$ cat src/rtl/stspin_pkg.sv
package stspin_pkg;
  typedef enum logic [1:0] {
    MODE_LEVEL = 2'b00,
    MODE_ERASE = 2'b01,
    MODE_PROG  = 2'b10,
    MODE_BOTH  = 2'b11
  } pin_mode_e;

  typedef enum logic {
    SEQ_IDLE,
    SEQ_ARMED
  } seq_state_e;

  localparam int unsigned SR_FAIL_A = 4;
  localparam int unsigned SR_FAIL_B = 5;

  typedef struct packed {
    logic       apply;
    logic       fault;
    logic [1:0] code;
  } cfg_req_t;
endpackage

$ cat src/rtl/stspin_cmd_seq.sv
module stspin_cmd_seq
  import stspin_pkg::*;
#(
  parameter int unsigned CMD_W    = 8,
  parameter logic [7:0]  SETUP_OP = 8'hB8
) (
  input  logic             clk,
  input  logic             rst_n,
  input  logic             we,
  input  logic [CMD_W-1:0] data,
  input  logic             busy,
  input  logic             susp,
  output cfg_req_t         req
);
  localparam int unsigned HI_W = CMD_W - 2;

  seq_state_e state_q, state_d;

  always_comb begin
    state_d = state_q;
    req     = '0;
    if (we) begin
      unique case (state_q)
        SEQ_IDLE: begin
          if (data == CMD_W'(SETUP_OP)) state_d = SEQ_ARMED;
        end
        SEQ_ARMED: begin
          state_d = SEQ_IDLE;
          if (busy || susp) begin
            req.fault = 1'b1;
          end else if (data[CMD_W-1:2] != HI_W'(0)) begin
            req.fault = 1'b1;
          end else begin
            req.apply = 1'b1;
            req.code  = data[1:0];
          end
        end
        default: state_d = SEQ_IDLE;
      endcase
    end
  end

  always_ff @(posedge clk) begin
    if (!rst_n) state_q <= SEQ_IDLE;
    else        state_q <= state_d;
  end


  armed_consumes_chk: assert property (@(posedge clk) disable iff (!rst_n)
    (state_q == SEQ_ARMED && we) |=> (state_q == SEQ_IDLE));


  idle_no_req_chk: assert property (@(posedge clk) disable iff (!rst_n)
    (state_q == SEQ_IDLE) |-> !(req.apply || req.fault));
endmodule

$ cat src/rtl/stspin_mode_reg.sv
module stspin_mode_reg
  import stspin_pkg::*;
#(
  parameter int unsigned SR_W = 8
) (
  input  logic            clk,
  input  logic            rst_n,
  input  cfg_req_t        req,
  output pin_mode_e       mode,
  output logic [SR_W-1:0] sr_set
);
  localparam logic [SR_W-1:0] FAIL_MASK =
    (SR_W'(1) << SR_FAIL_A) | (SR_W'(1) << SR_FAIL_B);

  pin_mode_e       mode_q;
  logic [SR_W-1:0] sr_q;

  always_ff @(posedge clk) begin
    if (!rst_n) begin
      mode_q <= MODE_LEVEL;
      sr_q   <= '0;
    end else begin
      if (req.apply) mode_q <= pin_mode_e'(req.code);
      sr_q <= req.fault ? FAIL_MASK : '0;
    end
  end

  assign mode   = mode_q;
  assign sr_set = sr_q;


  fault_keeps_mode_chk: assert property (@(posedge clk) disable iff (!rst_n)
    req.fault |=> $stable(mode_q));


  sr_mask_shape_chk: assert property (@(posedge clk) disable iff (!rst_n)
    (sr_q == '0) || (sr_q == FAIL_MASK));


  sr_one_cycle_chk: assert property (@(posedge clk) disable iff (!rst_n)
    (sr_q != '0 && !req.fault) |=> (sr_q == '0));
endmodule

$ cat src/rtl/stspin_pulse_timer.sv
module stspin_pulse_timer #(
  parameter int unsigned PULSE_CYC = 50,
  localparam int unsigned CNT_W = $clog2(PULSE_CYC + 1)
) (
  input  logic             clk,
  input  logic             rst_n,
  input  logic             clear,
  input  logic             fire,
  output logic [CNT_W-1:0] cnt,
  output logic             active
);
  localparam logic [CNT_W-1:0] LOAD = CNT_W'(PULSE_CYC);

  logic [CNT_W-1:0] cnt_q;

  always_ff @(posedge clk) begin
    if (!rst_n)               cnt_q <= '0;
    else if (clear)           cnt_q <= '0;
    else if (fire)            cnt_q <= LOAD;
    else if (cnt_q != '0)     cnt_q <= cnt_q - CNT_W'(1);
  end

  assign cnt    = cnt_q;
  assign active = (cnt_q != '0);


  cnt_bound_chk: assert property (@(posedge clk) disable iff (!rst_n)
    cnt_q <= LOAD);


  retrigger_chk: assert property (@(posedge clk) disable iff (!rst_n)
    (fire && !clear) |=> (cnt_q == LOAD));
endmodule

$ cat src/rtl/stspin_mode_top.sv
module stspin_mode_top
  import stspin_pkg::*;
#(
  parameter int unsigned CMD_W     = 8,
  parameter logic [7:0]  SETUP_OP  = 8'hB8,
  parameter int unsigned PULSE_CYC = 50,
  parameter int unsigned SR_W      = 8,
  localparam int unsigned CNT_W    = $clog2(PULSE_CYC + 1)
) (
  input  logic             clk,
  input  logic             rst_n,
  input  logic             cmd_we,
  input  logic [CMD_W-1:0] cmd_data,
  input  logic             dev_busy,
  input  logic             dev_susp,
  input  logic             erase_done,
  input  logic             prog_done,
  output logic             sts_pin,
  output logic [SR_W-1:0]  sr_set
);
  cfg_req_t         req;
  pin_mode_e        mode;
  logic [CNT_W-1:0] cnt;
  logic             pulse_on;
  logic             fire;
  logic             level_q;

  stspin_cmd_seq #(.CMD_W(CMD_W), .SETUP_OP(SETUP_OP)) u_seq (
    .clk(clk), .rst_n(rst_n), .we(cmd_we), .data(cmd_data),
    .busy(dev_busy), .susp(dev_susp), .req(req)
  );

  stspin_mode_reg #(.SR_W(SR_W)) u_mode (
    .clk(clk), .rst_n(rst_n), .req(req), .mode(mode), .sr_set(sr_set)
  );

  assign fire = (erase_done && mode[0]) || (prog_done && mode[1]);

  stspin_pulse_timer #(.PULSE_CYC(PULSE_CYC)) u_tmr (
    .clk(clk), .rst_n(rst_n), .clear(req.apply), .fire(fire),
    .cnt(cnt), .active(pulse_on)
  );

  always_ff @(posedge clk) begin
    if (!rst_n) level_q <= 1'b1;
    else        level_q <= !(dev_busy && !dev_susp);
  end

  always_comb begin
    if (mode == MODE_LEVEL) sts_pin = level_q;
    else                    sts_pin = !pulse_on;
  end


  level_follow_chk: assert property (@(posedge clk) disable iff (!rst_n)
    (mode == MODE_LEVEL && !req.apply) |=> (sts_pin == !($past(dev_busy) && !$past(dev_susp))));


  pulse_idle_high_chk: assert property (@(posedge clk) disable iff (!rst_n)
    (mode != MODE_LEVEL && cnt == '0) |-> sts_pin);


  pulse_count_down_chk: assert property (@(posedge clk) disable iff (!rst_n)
    (mode != MODE_LEVEL && cnt != '0 && !fire && !req.apply) |=> (cnt == $past(cnt) - CNT_W'(1)));


  erase_only_chk: assert property (@(posedge clk) disable iff (!rst_n)
    (mode == MODE_ERASE && !erase_done && cnt == '0 && !req.apply) |=> sts_pin);
endmodule

$ cat config.mk
export PLATFORM = sky130hd
export DESIGN_NAME = stspin_mode_top
export DESIGN_NICKNAME = d
export VERILOG_FILES = /design/src/rtl/stspin_pkg.sv /design/src/rtl/stspin_cmd_seq.sv /design/src/rtl/stspin_mode_reg.sv /design/src/rtl/stspin_pulse_timer.sv /design/src/rtl/stspin_mode_top.sv
export SDC_FILE = /design/constraint.sdc
export NUM_CORES = 1
export LEC_CHECK = 0
export BUFFER_PORTS_ARGS = -buffer_cell sky130_fd_sc_hd__buf_2
export CORE_MARGIN = 2
export CORE_UTILIZATION = 46
export DETAILED_ROUTE_END_ITERATION = 10
export PLACE_DENSITY_LB_ADDON = 0.3
export SYNTH_ARGS = -nofsm -noshare
export SYNTH_HDL_FRONTEND = slang
export SYNTH_SLANG_ARGS = --single-unit
$ cat constraint.sdc
create_clock -name clk -period 1.8 [get_ports clk]
set_input_delay 0.18 -clock clk [delete_from_list [all_inputs] [get_ports clk]]
set_output_delay 0.18 -clock clk [all_outputs]
set_load 0.01 [all_outputs]
## After elaboration in Yosys (flattened, before gate mapping)

Cells that the tools add are included.

- Register bits: 18
- Input port bits: 15

- $add $sub $neg: 1
- Equality and inequality tests: 1
- Muxes and demuxes: 14
- Bitwise logic cells: 2
- Reductions and logical operators: 14

Operators with widths:

| cell | count |
|---|---|
| 2-to-1 mux 6 bit | 3 |
| nonzero test 6 bit | 2 |
| == test 8 bit, second input constant | 1 |
| 2-to-1 mux 4 bit | 2 |
| 2-to-1 mux 1 bit | 6 |
| subtractor 6 x 1 -> 6 bit, second input constant | 1 |
| 2-to-1 mux 2 bit | 2 |
| logical AND 1 bit | 3 |
| zero test 1 bit | 3 |
| OR reduction 3 bit | 1 |
| zero test 2 bit | 1 |
| logical OR 1 bit | 2 |
| inverter 1 bit | 2 |
| case mux 1 bit (2 select lines) | 1 |
| nonzero test 2 bit | 1 |
| OR reduction 2 bit | 1 |

## Longest topological paths before layout

- Depth in word-level cells: 6
- Mapped depth: 5

## Hierarchy

A second synthesis with hierarchy kept.

- Cell total of the unflattened synthesis: 73
- Area, all modules: 654.4 um^2

By module, submodules not included:

| module | times used | cells each | area an instance (um^2) | seq. area each (um^2) |
|---|---|---|---|---|
| stspin_pulse_timer | 1 | 37 | 334.1 | 120.1 |
| stspin_mode_reg | 1 | 16 | 155.1 | 60.1 |
| stspin_cmd_seq | 1 | 15 | 113.9 | 20.0 |
| stspin_mode_top | 1 | 5 | 51.3 | 20.0 |

## Least setup slack after synthesis

Ideal clock, no wire load.

- Path kind: register to register
- Start point: register u_tmr.cnt_q[0], in the netlist u_tmr.cnt[0]
- End point: register u_tmr.cnt_q[5], in the netlist u_tmr.cnt[5]
- Arrival: 1.292 ns
- Slack: 0.438 ns
- Stages on the path, launching flop included: 6
- Path buffers: 0
- Clock period less this slack: 1.362 ns
- Cells stage by stage: dfxtp_1 > inv_1 > ha_1 > or4_1 > o21a_1 > a21oi_1

- Longest elaborated chain between the ends: 3
- Elaborated cells on any way between the ends: 5

RTL lines:

| what | RTL line | text |
|---|---|---|
| start: declaration | stspin_pulse_timer.sv:14 | `logic [CNT_W-1:0] cnt_q;` |
| start signal: assignment | stspin_pulse_timer.sv:20 | `else if (cnt_q != '0) cnt_q <= cnt_q - CNT_W'(1);` |
| subtractor 6 x 1 -> 6 bit | stspin_pulse_timer.sv:20 |  |
| 2-to-1 mux 6 bit | stspin_pulse_timer.sv:20 |  |
| 2-to-1 mux 6 bit | stspin_pulse_timer.sv:19 | `else if (fire) cnt_q <= LOAD;` |

Several ways; a longest one is shown, not always the timed one. The select of a mux whose other input is x is not followed.
A chain may end at the register's enable or synchronous reset.

## Final worst setup path

- Start point: register u_tmr.cnt_q[0], in the netlist u_tmr.cnt[0]
- End point: output sts_pin

- Longest elaborated chain between the ends: 3

RTL lines:

| what | RTL line | text |
|---|---|---|
| nonzero test 6 bit | stspin_pulse_timer.sv:24 | `assign active = (cnt_q != '0);` |
| zero test 1 bit | stspin_mode_top.sv:51 | `else sts_pin = !pulse_on;` |
| 2-to-1 mux 1 bit | stspin_mode_top.sv:50 | `if (mode == MODE_LEVEL) sts_pin = level_q;` |
| end: declaration | stspin_mode_top.sv:18 | `output logic sts_pin,` |

Every way passes these cells.

==> results_dict.tcl <==
set metrics [dict create \
    syn_area_per_cell_um2 9.52 \
    nets 104 \
    synth-edff-count 0 \
    core.rowCount 13 \
    synth_area_leaders "dfxtp_1 34%, buf_4 8.0%, ha_1 3.8%, nor4_1 3.8%, or4_4 3.4%" \
    cp_max_fo 6 \
    yosys.area.top_type "dfxtp_1" \
    hpwl_um 947 \
    drv_slew 0 \
    synth_seq_area_share_pct 33.5 \
    n_antenna_cell 0 \
    initial_core_util_pct 49.9 \
    critPathKind "flop to output pin" \
    layout-drive-gt1-share_pct 36.0 \
    ys_types 37 \
    regArea_um2 223 \
    period_share_pct 94.1 \
    syn-instance-count 69 \
    fmax_mhz 590 \
    root_buffer "clkbuf_4" \
    stdcell_area_um2 756 \
    path_cells "inv_1 -> ha_1 -> nand2b_4 -> nor2_2 -> mux2_2 -> buf_2" \
    port_buffers 17 \
    cts_tree "done" \
    clock-sinks 11 \
    required_ps 1620 \
    ys_ff_latch 11 \
    fp.coreArea_um2 1320 \
    ys.warnings.count 0 \
    first_global_vias 508 \
    rsz0062_at_grt "false" \
    powerDensity_nw_per_um2 1260 \
    die_w_um 41.8 \
    r2r_cells 5 \
    place_area_um2 712 \
    endpoint_kind "output pin" \
    grt_max_degree 9 \
    setup_tns_ps 0 \
    min_path_type "input port to flop" \
    worstSkewPairLatency_ps 270 \
    whs_path_depth 2 \
    synth-async-reset-ratio_pct 0 \
    antenna_found_initial 0 \
    grt_usage_pct 14.4 \
    detail_route.wl_per_cell_um 11.6 \
    synth.top_cell.area_share_pct 33.5 \
    antenna_left 0 \
    vias 542 \
    fillCellCount 124 \
    drc_errors 0 \
    status "completed" \
    grt_pass1_wl_um 1970 \
    multiInputGateArea_um2 395 \
    ys.flop_type "dfxtp_1" \
    vdd_ir_drop_max_uv 501 \
    worstPathArrival_ps 1510 \
    path_clk_slew_ps 70 \
    drv_cap 0 \
    fin_util_pct 57.4 \
    dr.pass1.iters 3 \
    cts-buffers-inserted 3 \
    gp_congestion 0.710 \
    dieArea_um2 1750 \
    clock_path_buffers 2 \
    cp_slowest_cell "dfxtp_2" \
    slowest_delay_ps 370 \
    wl_um 1170 \
    htreeDepth 1 \
    syn2layout_area_growth_pct 15.0 \
    hold_violations 0 \
    rrSetupSlack_ps 340 \
    viasPerCell 5.37 \
    fp.dieH_um 41.8 \
    synth.cell_area_um2 657 \
    skew_ps 1.19 \
    startpoint_type "flop" \
    leakage_nw 0.306 \
    setup_violations 0 \
    ios 24 \
    drt_iter0_markers 8 \
    min_period_ps 1690 \
    grt_overflow 0 \
]
through the flow:
step / total power, mW / worst slack (ps) / cells / hold WS, ps
3_5_place_dp: 0.729 / 218 / 97 / 391
2_1_floorplan: 0.667 / 438 / 74 / 266
5_1_grt: 1.03 / 11.5 / 101 / 124
4_1_cts: 0.925 / 8.46 / 101 / 115
3_3_place_gp: 0.719 / 307 / 97 / 387
6_report: 0.951 / 106 / 101 / 115
cell families (layout without fill, tap and decap cells):
family / count (synthesis) / after routing / share of synthesized area, %
AOI/OAI and AO/OA: 12 / 12 / 16.0
xor gates and xnor gates: 2 / 2 / 2.67
adders and majority gates: 2 / 2 / 3.81
buffers and inverters: 11 / 23 / 11.4
DFF: 11 / 11 / 33.5
muxes: 3 / 3 / 4.76
other: 1 / 6 / 0.571
and+or+nand+nor: 27 / 27 / 27.2
cell usage after synthesis, types with 2 or more instances:
cell type	number
buf_4	7
nand2_1	5
dfxtp_1	11
inv_1	2
mux2i_1	2
xnor2_1	2
ha_1	2
o21a_1	2
nor4_1	4
nor3_1	2
nor2_1	3
or4_4	2
area by class of cell:
type / instances / area share, %
multi-input cells: 52 / 52.3
flip-flops and latches: 11 / 29.5
well taps: 15 / 2.48
repair buffers: 17 / 11.3
clock buffers: 4 / 3.48
inverters: 2 / 0.993
cell usage in the layout (no fill, tap or decap), types with 2 or more instances in the layout:
master and instances:
mux2i_1 2, clkbuf_4 3, conb_1 6, nand2_1 5
dfxtp_2 2, buf_2 17, dfxtp_1 9, nor3_1 2
inv_1 2, or4_4 2, ha_1 2, nor2_1 2
xnor2_1 2, nor4_1 4, o21a_1 2
sequential cells by signal, summed over array words and instances (netlist names):
register,count
u_tmr.cnt,6
u_mode.mode,2
level_q,1
u_mode.sr_set,1
u_seq.state_q,1
per-layer routing:
metal / wire [µm] / vias up / track usage, %
met4: 17 / 0 / 7.74
met5: 0 / - / 0
met2: 562 / 17 / 25.0
met1: 526 / 241 / 16.4
met3: 63 / 4 / 2.61
li1: - / 280 / -
where the power goes:
| part | leakage, nW | switching, mW | internal (mW) | total [mW] |
|---|---|---|---|---|
| registers | 0.0905 | 0.0528 | 0.306 | 0.359 |
| logic | 0.200 | 0.212 | 0.215 | 0.427 |
| clock network | 0.0150 | 0.0798 | 0.0858 | 0.166 |
worst max-delay path: cells and delay by family, from the launching register on:
family                     cells  cell delay (ps)
DFF                            1              370
and+or+nand+nor                2              170
muxes                          1              250
buffers and inverters          2              210
adders and majority gates      1              240
repair_timing:
| item | in CTS | in global routing |
|---|---|---|
| hold buffers | 0 | 0 |
| endpoints found under the hold margin | 0 | 0 |
| resized for setup | 1 | 4 |
| endpoints found under the setup margin | 1 | 1 |
| buffers inserted | 0 | 0 |
final timing paths:
path / start / end
setup / recovery: u_tmr.cnt[0] / sts_pin
hold / removal: dev_busy / level_q
setup reg to reg: u_tmr.cnt[0] / u_tmr.cnt[5]
hold reg to reg: u_tmr.cnt[5] / u_tmr.cnt[5]
Note: power is estimated with default switching activity, not from simulation.
